`config.mk`:
```
export PLATFORM = sky130hd
export DESIGN_NAME = fr_recorder
export DESIGN_NICKNAME = d
export VERILOG_FILES = /design/src/rtl/fr_pkg.sv /design/src/rtl/fr_pick.sv /design/src/rtl/fr_bank.sv /design/src/rtl/fr_recorder.sv
export SDC_FILE = /design/constraint.sdc
export NUM_CORES = 1
export LEC_CHECK = 0
export CAP_MARGIN = 15
export CORE_MARGIN = 8
export CORE_UTILIZATION = 23
export CTS_CLUSTER_DIAMETER = 80
export DETAILED_ROUTE_END_ITERATION = 10
export PLACE_DENSITY = 0.44
export SETUP_SLACK_MARGIN = 0.02
export SLEW_MARGIN = 20
export SYNTH_ARGS = -nofsm -noshare
export SYNTH_HDL_FRONTEND = slang
export SYNTH_SLANG_ARGS = --single-unit
```
`constraint.sdc`:
```
create_clock -name clk -period 7 [get_ports clk]
set_input_delay 1.75 -clock clk [delete_from_list [all_inputs] [get_ports clk]]
set_output_delay 1.75 -clock clk [all_outputs]
set_load 0.1 [all_outputs]
```
`src/rtl/fr_pkg.sv`:
```
package fr_pkg;

    localparam int RSN_W     = 8;
    localparam int SID_W     = 16;
    localparam int PAGE_W    = 52;
    localparam int REC_W     = 128;
    localparam int GEN_SLOTS = 8;
    localparam int ISO_SLOTS = 1;
    localparam int ADDR_W    = 4;

    // Record field positions (software decodes these)
    localparam int VLD_BIT  = 127;
    localparam int RSN_LSB  = 96;
    localparam int SID_LSB  = 64;
    localparam int PAGE_LSB = 12;

    // Status word bit positions
    localparam int GEN_OVF_BIT = 0;
    localparam int ISO_OVF_BIT = 1;

    typedef struct packed {
        logic [RSN_W-1:0]  rsn;
        logic [SID_W-1:0]  sid;
        logic [PAGE_W-1:0] page;
    } fault_t;

    typedef enum logic [0:0] {
        BK_IDLE  = 1'b0,
        BK_RETRY = 1'b1
    } bank_st_e;

    // Build a readable record; an invalid slot reads as zero
    function automatic logic [REC_W-1:0] pack_rec(input logic vld, input fault_t f);
        logic [REC_W-1:0] r;
        r = '0;
        if (vld) begin
            r[VLD_BIT]                = 1'b1;
            r[RSN_LSB +: RSN_W]       = f.rsn;
            r[SID_LSB +: SID_W]       = f.sid;
            r[PAGE_LSB +: PAGE_W]     = f.page;
        end
        return r;
    endfunction

endpackage

```
`src/rtl/fr_pick.sv`:
```
// Lowest-index one-hot picker
module fr_pick #(
    parameter int N = 8
) (
    input  logic [N-1:0] req,
    output logic [N-1:0] oh,
    output logic         any
);
    assign oh  = req & (~req + N'(1));
    assign any = |req;
endmodule

```
`src/rtl/fr_bank.sv`:
```
// One engine's slot bank with its collision-retry state machine
module fr_bank
    import fr_pkg::*;
#(
    parameter int N = 8
) (
    input  logic           clk,
    input  logic           por_rst_n,
    input  logic           soft_rst_n,
    input  logic           flt_vld,
    input  fault_t         flt_in,
    input  logic [N-1:0]   clr_mask,
    input  logic           ovf_clr,
    output logic [N-1:0]   slot_vld,
    output fault_t [N-1:0] slot_rec,
    output logic           ovf,
    output logic           busy
);

    logic [N-1:0]   vld_q;
    fault_t [N-1:0] rec_q;
    logic           ovf_q;
    bank_st_e       st_q, st_nx;
    fault_t         hold_q, hold_nx;

    logic           cand_vld;
    fault_t         cand;
    logic [N-1:0]   match_req, match_oh, free_oh, tgt_oh, cap_oh;
    logic           hit, free_any, full, conflict, capture, ovf_set;

    // Candidate selection: held fault has priority in RETRY
    always_comb begin
        cand_vld = 1'b0;
        cand     = flt_in;
        unique case (st_q)
            BK_IDLE: begin
                cand_vld = flt_vld;
                cand     = flt_in;
            end
            BK_RETRY: begin
                cand_vld = 1'b1;
                cand     = hold_q;
            end
        endcase
        cand_vld = cand_vld & soft_rst_n;
    end

    // Requester match against valid slots
    for (genvar i = 0; i < N; i++) begin : g_match
        assign match_req[i] = vld_q[i] && (rec_q[i].sid == cand.sid);
    end

    fr_pick #(.N(N)) u_match (.req(match_req), .oh(match_oh), .any(hit));
    fr_pick #(.N(N)) u_free  (.req(~vld_q),    .oh(free_oh),  .any(free_any));

    assign full     = !free_any;
    assign tgt_oh   = hit ? match_oh : free_oh;
    assign conflict = cand_vld && |(tgt_oh & clr_mask);
    assign capture  = cand_vld && !hit && !full && !conflict;
    assign cap_oh   = capture ? free_oh : '0;
    assign ovf_set  = soft_rst_n &&
                      ((cand_vld && full && !hit) ||
                       (st_q == BK_RETRY && conflict && flt_vld));

    // Next-state: defer, requeue, re-defer, drain
    always_comb begin
        st_nx   = BK_IDLE;
        hold_nx = hold_q;
        unique case (st_q)
            BK_IDLE: begin
                if (conflict) begin
                    st_nx   = BK_RETRY;   // defer
                    hold_nx = flt_in;
                end
            end
            BK_RETRY: begin
                if (conflict) begin
                    st_nx   = BK_RETRY;   // re-defer, newcomer dropped
                end else if (flt_vld) begin
                    st_nx   = BK_RETRY;   // requeue
                    hold_nx = flt_in;
                end else begin
                    st_nx   = BK_IDLE;    // drain
                end
            end
        endcase
    end

    // State register: functional reset returns to IDLE
    always_ff @(posedge clk or negedge por_rst_n) begin
        if (!por_rst_n) begin
            st_q   <= BK_IDLE;
            hold_q <= '0;
        end else if (!soft_rst_n) begin
            st_q   <= BK_IDLE;
        end else begin
            st_q   <= st_nx;
            hold_q <= hold_nx;
        end
    end

    // Sticky storage: only power-on reset clears it
    always_ff @(posedge clk or negedge por_rst_n) begin
        if (!por_rst_n) begin
            vld_q <= '0;
            rec_q <= '0;
            ovf_q <= 1'b0;
        end else begin
            vld_q <= (vld_q | cap_oh) & ~clr_mask;
            ovf_q <= ovf_set | (ovf_q & ~ovf_clr);
            for (int i = 0; i < N; i++) begin
                if (cap_oh[i]) rec_q[i] <= cand;
            end
        end
    end

    assign slot_vld = vld_q;
    assign slot_rec = rec_q;
    assign ovf      = ovf_q;
    assign busy     = (st_q == BK_RETRY);

endmodule

```
`src/rtl/fr_recorder.sv`:
```
module fr_recorder
    import fr_pkg::*;
#(
    parameter int GEN_N = GEN_SLOTS,
    parameter int ISO_N = ISO_SLOTS,
    parameter int AW    = ADDR_W
) (
    input  logic              clk,
    input  logic              por_rst_n,
    input  logic              soft_rst_n,
    input  logic              gen_flt_vld,
    input  logic [RSN_W-1:0]  gen_flt_rsn,
    input  logic [SID_W-1:0]  gen_flt_sid,
    input  logic [PAGE_W-1:0] gen_flt_page,
    input  logic              iso_flt_vld,
    input  logic [RSN_W-1:0]  iso_flt_rsn,
    input  logic [SID_W-1:0]  iso_flt_sid,
    input  logic [PAGE_W-1:0] iso_flt_page,
    input  logic              reg_wr,
    input  logic [AW-1:0]     reg_addr,
    input  logic [REC_W-1:0]  reg_wdata,
    output logic [REC_W-1:0]  reg_rdata
);

    localparam int ISO_BASE  = GEN_N;
    localparam int STAT_ADDR = GEN_N + ISO_N;

    fault_t              gen_in, iso_in;
    logic [GEN_N-1:0]    gen_clr, gen_vld;
    logic [ISO_N-1:0]    iso_clr, iso_vld;
    fault_t [GEN_N-1:0]  gen_rec;
    fault_t [ISO_N-1:0]  iso_rec;
    logic                gen_ovf, iso_ovf, gen_busy, iso_busy;
    logic                stat_wr;
    logic                unused_wdata;

    assign gen_in = {gen_flt_rsn, gen_flt_sid, gen_flt_page};
    assign iso_in = {iso_flt_rsn, iso_flt_sid, iso_flt_page};

    // Write-one-to-clear decode
    for (genvar i = 0; i < GEN_N; i++) begin : g_gclr
        assign gen_clr[i] = reg_wr && (reg_addr == AW'(i)) && reg_wdata[VLD_BIT];
    end
    for (genvar i = 0; i < ISO_N; i++) begin : g_iclr
        assign iso_clr[i] = reg_wr && (reg_addr == AW'(ISO_BASE + i)) && reg_wdata[VLD_BIT];
    end
    assign stat_wr      = reg_wr && (reg_addr == AW'(STAT_ADDR));
    assign unused_wdata = ^reg_wdata[VLD_BIT-1:ISO_OVF_BIT+1];

    fr_bank #(.N(GEN_N)) u_gen (
        .clk(clk), .por_rst_n(por_rst_n), .soft_rst_n(soft_rst_n),
        .flt_vld(gen_flt_vld), .flt_in(gen_in),
        .clr_mask(gen_clr), .ovf_clr(stat_wr && reg_wdata[GEN_OVF_BIT]),
        .slot_vld(gen_vld), .slot_rec(gen_rec), .ovf(gen_ovf), .busy(gen_busy)
    );

    fr_bank #(.N(ISO_N)) u_iso (
        .clk(clk), .por_rst_n(por_rst_n), .soft_rst_n(soft_rst_n),
        .flt_vld(iso_flt_vld), .flt_in(iso_in),
        .clr_mask(iso_clr), .ovf_clr(stat_wr && reg_wdata[ISO_OVF_BIT]),
        .slot_vld(iso_vld), .slot_rec(iso_rec), .ovf(iso_ovf), .busy(iso_busy)
    );

    // Read mux
    always_comb begin
        reg_rdata = '0;
        for (int i = 0; i < GEN_N; i++) begin
            if (reg_addr == AW'(i)) reg_rdata = pack_rec(gen_vld[i], gen_rec[i]);
        end
        for (int i = 0; i < ISO_N; i++) begin
            if (reg_addr == AW'(ISO_BASE + i)) reg_rdata = pack_rec(iso_vld[i], iso_rec[i]);
        end
        if (reg_addr == AW'(STAT_ADDR)) begin
            reg_rdata[GEN_OVF_BIT] = gen_ovf;
            reg_rdata[ISO_OVF_BIT] = iso_ovf;
        end
    end

    logic unused_iso_busy;
    assign unused_iso_busy = iso_busy;

endmodule

```
Word-level counts from Yosys, hierarchy flattened
Index checks and enable logic that the tools add are counted.
- register bits after elaboration: 849
- output and inout bits: 128
- word-level logic and storage cells: 218
- add/subtract/negate cells: 4
- equality and inequality tests: 24
- muxes and demuxes: 63
- bitwise operators: 27
- reduce and logical (&&, ||, !) cells: 61
- operators by type and width (cell ; count):
    $mux W128 ; 9
    $mux W68 ; 9
    $pmux W76 S2 ; 4
    $mux W76 ; 6
    $eq A16 B16 Y1 ; 9
    $mux W8 ; 11
    $logic_and A1 B1 Y1 ; 48
    $and A8 B8 Y8 ; 4
    $not A8 Y8 ; 4
    $reduce_or A8 Y1 ; 3
    $mux W1 ; 19
    $add A8 B1 Y8 const B ; 2
    $eq A4 B3 Y1 const B ; 4
    $and A1 B1 Y1 ; 8
    $eq A4 B2 Y1 const B ; 2
    $eq A4 B4 Y1 const B ; 2
    $ne A2 B2 Y1 const B ; 4
    $or A8 B8 Y8 ; 1
    $pmux W1 S2 ; 4
    $reduce_and A4 Y1 ; 2
    $not A1 Y1 ; 7
    $logic_not A1 Y1 ; 5
    $eq A4 B1 Y1 const B ; 1
    $logic_not A4 Y1 ; 1
    other kinds (5) ; 10

Longest topological paths before layout
- depth in word-level cells: 16
- gate-level depth with buffers: 16
- depth with buffers taken out: 11

Cells and area by module
From an unflattened synthesis, not the netlist that was laid out.
- cells, all modules: 2974
- area, all modules: 40842.9 sq um
- by module, submodules not included (module ; times used ; cells an instance ; area each (sq um) ; seq. area each (sq um)):
    fr_bank (u_gen) ; 1 ; 1781 ; 29492.0 ; 17366.7
    fr_bank (u_iso) ; 1 ; 535 ; 6688.9 ; 3878.7
    fr_recorder ; 1 ; 630 ; 4439.3 ; 0.0
    fr_pick (u_gen.u_free ...) ; 2 ; 12 ; 96.3 ; 0.0
    fr_pick (u_iso.u_free ...) ; 2 ; 2 ; 15.0 ; 0.0

Worst setup path after synthesis
OpenSTA, ideal clock, no wires.
- kind: in2out
- start: input port reg_addr[0]
- end: output port reg_rdata[100]
- arrival time: 3.940 ns
- required time: 5.250 ns
- path slack: 1.310 ns
- cell stages on the path: 9
- path buffers: 4
- path through: nor2b_1 -> clkbuf_1 -> and3_1 -> clkbuf_1 -> clkbuf_1 -> buf_1 -> a22o_1 -> a221oi_1 -> nand3_1
- cells in the longest elaborated chain, start to end: 10
- elaborated cells between the ends (all ways): 18
- those cells by class: eq/ne (8); mux (9); reduce/logical (1)
- ends and longest elaborated chain (what ; RTL line ; RTL):
    start: declaration ; fr_recorder.sv:20 ; input logic [AW-1:0] reg_addr,
    $logic_not A4 Y1 ; fr_recorder.sv:68 ; if (reg_addr == AW'(i)) reg_rdata = pack_rec(gen_vld[i], gen_rec[i]);
    $mux W128 (8 in series) ; fr_recorder.sv:68 ;
    $mux W128 * ; fr_recorder.sv:71 ; if (reg_addr == AW'(ISO_BASE + i)) reg_rdata = pack_rec(iso_vld[i], iso_rec[i]);
    end: declaration ; fr_recorder.sv:22 ; output logic [REC_W-1:0] reg_rdata
Every way passes the cells marked *; elsewhere a longest branch is shown, timed or not.

Worst setup path in the final report
- start: input port reg_addr[0]
- end: output port reg_rdata[26]
The elaborated chain is that of the path after synthesis.

==> flow_summary.ini <==
[run_status]
status = completed

[global_route]
grt_use_total = 0.139
grt_max_degree = 143
overflow = 0
grt_pass1_vias = 26721
antenna_found_initial = 11
grt_pass1_wl_um = 193000

[power_and_ir_drop]
pwr-share-comb = 0.278
power_switching_mw = 6.15
p_per_area_nw_per_um2 = 387
seqPwrFrac = 0.429
intPower_mw = 12.7
p_sw_frac = 0.326
total_power_mw = 18.9
leakage_nw = 20.4
power.share.clock = 0.292
ir_drop_mv = 0.206

[detailed_routing]
vias = 25352
wl_um = 131000
drc = 0
antenna_left = 0
wl_per_cell_um = 24.2
first_iter_violations = 1832
firstDrtPassIters = 9
viasPerCell = 4.68

[yosys]
yosys.area.top_type = dfrtp_1
netlist_top_cells_count = dfrtp_1 (849), mux2_2 (690), clkbuf_1 (144), xnor2_1 (136), mux2_1 (128)
synth_edf_count = 0
netlist_area_um2 = 39300
async_flop_share = 1.00
synth_seq_cells = 849
syn_inst = 2888
syn_area_per_cell_um2 = 13.6
synth_top_area_frac = 0.541
synth_warnings = 0
ys_seq_area_frac = 0.541
ys_types = 56
synth_area_leaders = dfrtp_1 (54%), mux2_2 (20%), mux2_1 (3.7%), xnor2_1 (3.0%), mux2i_1 (2.0%)
yosys.cell_count.top_type = dfrtp_1
synth_ff_type = dfrtp_1

[place]
place_inst = 5226
placement.io_buffers = 243
dp_hpwl_um = 85100
place.gp.congestion = 0.785
place_ws_ns = 0.493

[sta]
fin_crit_ns = 6.45
worstMarginPinSlew_ns = 0.949
fin_crit_sh = 0.922
rsz0062_at_grt = no
finClkSkew_ns = 0.0283
maxSlewHeadroom = 0.368
tns_ns = 0
finalMaxSlewViolations = 0
fin_ws_ns = 0.545
hold_viol_final = 0
max_freq_mhz = 155
setup_violations = 0

[layout]
instances_no_fill = 5413
fin_util = 0.287
drive_gt1_frac = 0.339
area_delta_synth_final_pct = 24.0
fin_nets = 3403

[critical_path]
crit_chain = clkdlybuf4s50_1, nor2_1, and3_4, buf_4, a222oi_1, nand3_1, buf_12
worstPathMaxFanout = 27
critical_path_arrival_ns = 4.70
critPathRequiredTime_ns = 5.25
worstSetupPathType = input pin to output pin
slowest_delay_ns = 0.74
crit_path_top_delay_cell = and3_4
start_kind = input pin
crit_buf_inv = 3
end_kind = output pin
cp_top_family = simple AND/OR/NAND/NOR gates

[cts]
postCtsSetupBuffers = 0
cts_num_sinks = 849
clock_path_buffers = 3
cts_buffers = 101
ctsResizeCount = 0
cts_tree = built
h-tree-depth = 3
insertion_delay_ns = 0.72
cts-root-buf = clkbuf_16
clk_pin_slew_ns = 0.06
cts_hold_buf = 0

[floorplanning]
floorplan.initialDensity = 0.232
ios = 418
die_area_um2 = 184000
fp.dieH_um = 429
fp.dieW_um = 429
rows = 151
core_um2 = 169000

[worst_hold_path]
hp-class = flop to flop

[job]
maxCapViolations = 0
==> metrics by stage <==
stage                     hold WS (ns)  cell area [µm²]
after detailed placement         0.476            45200
after CTS                        0.490            48700
after floorplan                  0.453            39500
final                            0.482            48700
after global routing             0.504            48700
after global placement           0.467            45200
==> state kept, by name, summed over array words and instances, names as in the netlist, 8 cells and up <==
| name | cells |
|---|---|
| u_iso.slot_rec | 76 |
| u_gen.slot_vld | 8 |
| u_gen.hold_q | 76 |
| u_iso.hold_q | 76 |
| u_gen.slot_rec | 608 |
==> worst paths after layout <==
kind / from / endpoint / slack [ns] / depth (start not counted)
worst max-delay path: reg_addr[0] / reg_rdata[26] / 0.55 / 7
min in group asynchronous: por_rst_n / u_gen.slot_rec[237]$_DFFE_PN0P_ / 1.06 / 1
max in group asynchronous: por_rst_n / u_gen.slot_rec[334]$_DFFE_PN0P_ / 4.62 / 2
worst min register to register: u_gen.slot_rec[493]$_DFFE_PN0P_ / u_gen.slot_rec[493]$_DFFE_PN0P_ / 0.48 / 1
worst min-delay path: u_gen.slot_rec[493]$_DFFE_PN0P_ / u_gen.slot_rec[493]$_DFFE_PN0P_ / 0.48 / 1
worst max register to register: u_gen.busy$_DFF_PN0_ / u_gen.hold_q[38]$_DFFE_PN0P_ / 1.65 / 12
==> final cells by class <==
cell class / count / area (µm²)
Fill cell: 17156 / 121000
Clock inverter: 38 / 455
Inverter: 10 / 37.5
Antenna cell: 4 / 10.0
Timing Repair Buffer: 326 / 4200
Sequential cell: 849 / 21300
Tap cell: 2218 / 2780
Multi-Input combinational cell: 1823 / 16900
Clock buffer: 145 / 3050
==> metal layers <==
| metal | vias up | track usage | part of all wire |
|---|---|---|---|
| met5 | - | 0 | 0.00032 |
| met4 | 6 | 0.0472 | 0.032 |
| li1 | 11223 | - | - |
| met3 | 190 | 0.0220 | 0.038 |
| met2 | 508 | 0.239 | 0.49 |
| met1 | 13425 | 0.177 | 0.44 |
==> power groups by stage <==
stage / Clock, mW / Sequential, mW / Combinational [mW]
after floorplan: 0 / 7.77 / 3.75
final: 5.51 / 8.09 / 5.25
after CTS: 5.73 / 8.08 / 5.35
after global placement: 0 / 8.10 / 5.26
after detailed placement: 0 / 8.16 / 5.34
after global routing: 5.92 / 8.34 / 5.61
==> cells by family (layout without fill, tap and decap cells) <==
logic type / Yosys count / after routing / synth area share
xor gates and xnor gates: 136 / 136 / 0.0303
buffers and inverters: 264 / 519 / 0.0352
other: 1 / 53 / 0.0000955
muxes: 929 / 929 / 0.270
and+or+nand+nor: 291 / 291 / 0.0381
adders and majority gates: 2 / 2 / 0.000637
AOI/OAI and AO/OA: 416 / 416 / 0.0852
DFF: 849 / 849 / 0.541
==> placed cells by master, fill, tap and decap left out, types with 8 or more instances in the layout <==
cell,netlist,routed
nor3_1,9,8
buf_4,60,55
mux2_1,128,128
nand2_1,15,15
nand4_1,15,15
a22o_1,77,77
clkdlybuf4s50_1,0,163
inv_1,10,10
and3_4,0,8
nor4_1,30,30
bufinv_16,0,8
mux2_4,18,18
clkbuf_8,0,29
nor2_1,87,87
conb_1,1,49
a221oi_1,76,76
clkbuf_1,144,12
mux2i_1,77,77
mux2i_4,13,13
mux2_2,690,690
a222oi_1,76,76
xnor2_1,136,136
buf_12,1,107
clkinv_2,0,16
a21oi_1,79,79
nand3_1,91,90
a22oi_1,78,78
clkbuf_16,0,104
dfrtp_1,849,847
No activity file was read; power rests on OpenSTA's default activity.
